[config.mk]
export PLATFORM = sky130hd
export DESIGN_NAME = pss_shift_reg
export DESIGN_NICKNAME = d
export VERILOG_FILES = /design/src/rtl/pss_pkg.sv /design/src/rtl/pss_edge_track.sv /design/src/rtl/pss_stage_bank.sv /design/src/rtl/pss_viol_mon.sv /design/src/rtl/pss_shift_reg.sv
export SDC_FILE = /design/constraint.sdc
export NUM_CORES = 1
export LEC_CHECK = 0
export BUFFER_PORTS_ARGS = -buffer_cell sky130_fd_sc_hd__clkbuf_2
export CORE_ASPECT_RATIO = 1.2
export CORE_MARGIN = 5
export CORE_UTILIZATION = 54
export DETAILED_ROUTE_END_ITERATION = 7
export PLACE_DENSITY = 0.93
export SLEW_MARGIN = 20
export SYNTH_ARGS = -nofsm -noshare
export SYNTH_HDL_FRONTEND = slang
export SYNTH_SLANG_ARGS = --single-unit
[constraint.sdc]
create_clock -name clk -period 2.1 [get_ports clk]
set_input_delay 0.42 -clock clk [delete_from_list [all_inputs] [get_ports clk]]
set_output_delay 0.42 -clock clk [all_outputs]
set_load 0.005 [all_outputs]
[src/rtl/pss_pkg.sv]
package pss_pkg;
  localparam int unsigned PSS_DEF_WIDTH = 16;

  typedef enum logic [1:0] {
    PSS_OP_HOLD  = 2'd0,
    PSS_OP_LOAD  = 2'd1,
    PSS_OP_SHIFT = 2'd2
  } pss_op_e;

  function automatic pss_op_e pss_decode(input logic fall, input logic sel_n,
                                         input logic load_mode);
    if (!fall || sel_n) return PSS_OP_HOLD;
    else if (load_mode) return PSS_OP_LOAD;
    else return PSS_OP_SHIFT;
  endfunction
endpackage

[src/rtl/pss_edge_track.sv]
module pss_edge_track (
  input  logic clk,
  input  logic rst,
  input  logic shift_clk,
  input  logic sel_n,
  output logic sclk_fall,
  output logic sel_rise_hi
);
  logic prev_sclk;
  logic prev_sel_n;

  always_ff @(posedge clk) begin
    if (rst) begin
      prev_sclk  <= 1'b0;
      prev_sel_n <= 1'b1;
    end else begin
      prev_sclk  <= shift_clk;
      prev_sel_n <= sel_n;
    end
  end

  assign sclk_fall   = prev_sclk & ~shift_clk;
  assign sel_rise_hi = ~prev_sel_n & sel_n & shift_clk;

  a_r2_fall_needs_prior_high: assert property (@(posedge clk) disable iff (rst)
    sclk_fall |-> ($past(shift_clk) && !shift_clk));
endmodule

[src/rtl/pss_stage_bank.sv]
module pss_stage_bank #(
  parameter int unsigned WIDTH = pss_pkg::PSS_DEF_WIDTH
) (
  input  logic             clk,
  input  logic             rst,
  input  pss_pkg::pss_op_e op,
  input  logic [WIDTH-1:0] par_in,
  input  logic             ser_in,
  output logic [WIDTH-1:0] q
);
  import pss_pkg::*;

  logic [WIDTH-1:0] shift_src;
  assign shift_src[0] = ser_in;

  for (genvar i = 1; i < WIDTH; i++) begin : g_link
    assign shift_src[i] = q[i-1];
  end

  for (genvar i = 0; i < WIDTH; i++) begin : g_stage
    always_ff @(posedge clk) begin
      if (rst) q[i] <= 1'b0;
      else begin
        unique case (op)
          PSS_OP_LOAD:  q[i] <= par_in[i];
          PSS_OP_SHIFT: q[i] <= shift_src[i];
          default:      q[i] <= q[i];
        endcase
      end
    end
  end

  a_r1_reset_clear: assert property (@(posedge clk)
    rst |=> (q == '0));
  a_r3_hold_stable: assert property (@(posedge clk) disable iff (rst)
    (op == PSS_OP_HOLD) |=> $stable(q));
  a_r4_load_word: assert property (@(posedge clk) disable iff (rst)
    (op == PSS_OP_LOAD) |=> (q == $past(par_in)));
  a_r5_shift_step: assert property (@(posedge clk) disable iff (rst)
    (op == PSS_OP_SHIFT) |=> (q[0] == $past(ser_in) &&
                              q[WIDTH-1:1] == $past(q[WIDTH-2:0])));
endmodule

[src/rtl/pss_viol_mon.sv]
module pss_viol_mon (
  input  logic clk,
  input  logic rst,
  input  logic sel_rise_hi,
  output logic viol
);
  always_ff @(posedge clk) begin
    if (rst) viol <= 1'b0;
    else if (sel_rise_hi) viol <= 1'b1;
  end

  a_r7_sticky: assert property (@(posedge clk) disable iff (rst)
    viol |=> viol);
  a_r1_flag_clear: assert property (@(posedge clk)
    rst |=> !viol);
endmodule

[src/rtl/pss_shift_reg.sv]
module pss_shift_reg #(
  parameter int unsigned WIDTH = pss_pkg::PSS_DEF_WIDTH
) (
  input  logic             clk,
  input  logic             rst,
  input  logic             shift_clk,
  input  logic             sel_n,
  input  logic             load_mode,
  input  logic [WIDTH-1:0] par_in,
  input  logic             ser_in,
  output logic             ser_out,
  output logic             viol
);
  import pss_pkg::*;

  localparam int unsigned TOP = WIDTH - 1;

  logic             sclk_fall;
  logic             sel_rise_hi;
  pss_op_e          op;
  logic [WIDTH-1:0] q;

  pss_edge_track u_edge (
    .clk         (clk),
    .rst         (rst),
    .shift_clk   (shift_clk),
    .sel_n       (sel_n),
    .sclk_fall   (sclk_fall),
    .sel_rise_hi (sel_rise_hi)
  );

  assign op = pss_decode(sclk_fall, sel_n, load_mode);

  pss_stage_bank #(.WIDTH(WIDTH)) u_bank (
    .clk    (clk),
    .rst    (rst),
    .op     (op),
    .par_in (par_in),
    .ser_in (ser_in),
    .q      (q)
  );

  pss_viol_mon u_mon (
    .clk         (clk),
    .rst         (rst),
    .sel_rise_hi (sel_rise_hi),
    .viol        (viol)
  );

  assign ser_out = q[TOP];

  a_r2_quiet_without_fall: assert property (@(posedge clk) disable iff (rst)
    !$fell(shift_clk) |=> $stable(ser_out));
  a_r7_flag_on_bad_rise: assert property (@(posedge clk) disable iff (rst)
    ($rose(sel_n) && shift_clk) |=> viol);
endmodule

==> flow_summary.ini <==
[power]
p_per_area_nw_per_um2 = 639
sw_frac_of_total_pct = 23.9
power_frac_seq_pct = 59.0
comb_power_share_pct = 13.9
leakage_nw = 0.418
intPower_w = 0.000490
p_sw_w = 0.000154
clockPowerShare_pct = 27.1
peakVddDrop_mv = 0.391

[cells_and_area]
design_area_um2 = 1010
layout-drive-gt1-share_pct = 42.6
diodes = 0
synthToLayoutAreaGrowth_pct = 13.1
nets = 124

[global_routing]
grt_max_degree = 33
grt_usage_pct = 14.6
antenna_found_initial = 0
grt_overflow_total = 0
grt_pass1_vias = 643
grt_pass1_wl_um = 2630

[yosys]
synth_nets = 102
synth_edf_count = 0
yosysSeqAreaShare_pct = 42.7
yosys_warnings = 0
synthFlopType = dfxtp_1
synth_top_cell_area_share_pct = 42.7
synth.ff_latch_count = 19
syn-cell-area_um2 = 891
yosys.cell_types.count = 13
yosys-top-cells-area = dfxtp_1 43%, a211oi_2 20%, mux2i_1 18%
synth_area_per_cell_um2 = 11.1
postSynth.asyncResetShare_pct = 0
yosysMostFrequentCell = dfxtp_1
synth_top_area_cell = dfxtp_1
synthTopCellsByCount = 19 x dfxtp_1, 17 x nor2_1, 16 x mux2i_1, 14 x a211oi_2, 3 x buf_4
synth_cells = 80

[cts]
cts_tree = yes
cts_buffers = 3
post_cts_resize_count = 0
cts.sinks = 19
path_clk_slew_ns = 0.10
ctsHoldBuffers = 0
htree_levels = 1
clock_path_buffers = 2
insertion_delay_ns = 0.28
post-cts-setup-buffers = 0
cts_root_buf = clkbuf_4

[worst_hold_path]
hold_class = input pin to register
hold_start = sel_n

[status]
status = finished clean

[route]
wl_um = 1550
drc_errors = 0
drtIter0Drc = 3
first_pass_iters = 4
wl_per_cell_um = 13.0
viasPerCell = 5.29
ant_nets = 0
dr_total_vias = 629

[worst_setup_path]
path_max_fanout = 32
startpoint_type = register
critical_path_arrival_ns = 1.45
cp.required_ns = 2.31
r2r-start = u_edge.prev_sclk
crit_type = register to register
crit_path_start = u_edge.prev_sclk
r2r_slack_ns = 0.85
crit_path_end_kind = register

[timing]
setup_violations = 0
timing.setup.tns_ns = 0
hold_ws_ns = 0.392
slew_headroom_pct = 65.6
max_clock_freq_ghz = 0.801
rsz0062_at_grt = false
maxSlewViolCount = 0
clock_skew_ns = 0.00354
period_share_pct = 59.4
finalCriticalPeriod_ns = 1.25
worst_slew_pin_slew_ns = 0.516
hold_viol = 0

[place]
postPlaceCellArea_um2 = 981
gp_congestion = 0.674
place_hpwl_um = 1170
place.port_buffers = 23

[floorplanning]
start_util_pct = 55.6
rows = 16
ios = 24
die_x_um = 47.1
die_area_um2 = 2570
die_h_um = 54.5
core_um2 = 1600

[flow_run]
cap_violations = 0
path summary, 6_finish.rpt:
check                      end  cells after the start
min          u_edge.prev_sel_n                      2
min reg2reg         u_mon.viol                      2
max reg2reg       u_bank.q[13]                      4
max               u_bank.q[13]                      4
power groups by stage:
stage / combinational, W / clock (W) / sequential [W]
6_report: 0.0000893 / 0.000174 / 0.000380
5_1_grt: 0.0000994 / 0.000199 / 0.000381
2_1_floorplan: 0.0000655 / 0 / 0.000386
4_1_cts: 0.0000906 / 0.000184 / 0.000380
3_3_place_gp: 0.0000862 / 0 / 0.000387
3_5_place_dp: 0.0000900 / 0 / 0.000388
flip-flops by register name, summed over array words and instances, names as in the netlist:
signal and flops:
u_bank.q 16, u_edge.prev_sclk 1, u_edge.prev_sel_n 1, u_mon.viol 1
routing by layer:
layer,vias to the layer above,track usage [%],part of all wire (%)
met5,-,0,0
met4,0,8.29,0.84
met3,2,2.63,5.8
met2,13,25.6,53
met1,285,16.1,40
li1,329,-,-
cells in the final DEF (no fill, tap or decap):
master	count
nor2_1	17
clkbuf_2	23
inv_1	1
or2_2	1
nor2b_1	1
buf_4	1
dfxtp_1	19
nor3b_4	1
clkbuf_1	1
a31oi_1	1
a211oi_1	2
mux2i_1	16
clkbuf_4	3
a211oi_2	14
area by class of cell:
cell class | instances | area (um^2)
Clock buffer | 4 | 26.3
Fill cell | 139 | 594
Inverter | 1 | 3.75
Multi-Input combinational cell | 53 | 452
Sequential cell | 19 | 380
Tap cell | 18 | 22.5
Timing Repair Buffer | 24 | 123
kinds of logic after synthesis:
logic type      count (synthesis)  synth area share (%)
mux                            16                  18.0
buf+inv                         8                  6.60
compound gates                 17                  22.1
simple gates                   20                  10.7
flops                          19                  42.7
through the flow:
stage	utilization (%)	std cells	setup slack, ns	total power [W]
6_report	62.9	119	0.852	0.000643
5_1_grt	62.9	119	0.709	0.000680
4_1_cts	62.9	119	0.834	0.000654
3_5_place_dp	61.3	115	0.602	0.000478
3_3_place_gp	61.3	115	0.684	0.000473
2_1_floorplan	-	80	0.917	0.000452
critical path, stage by stage, from the launching register on:
cell,delay (ns)
dfxtp_1,0.33
nor3b_4,0.16
buf_4,0.37
nor2_1,0.10
a211oi_2,0.21
(Power assumes the default switching activity.)
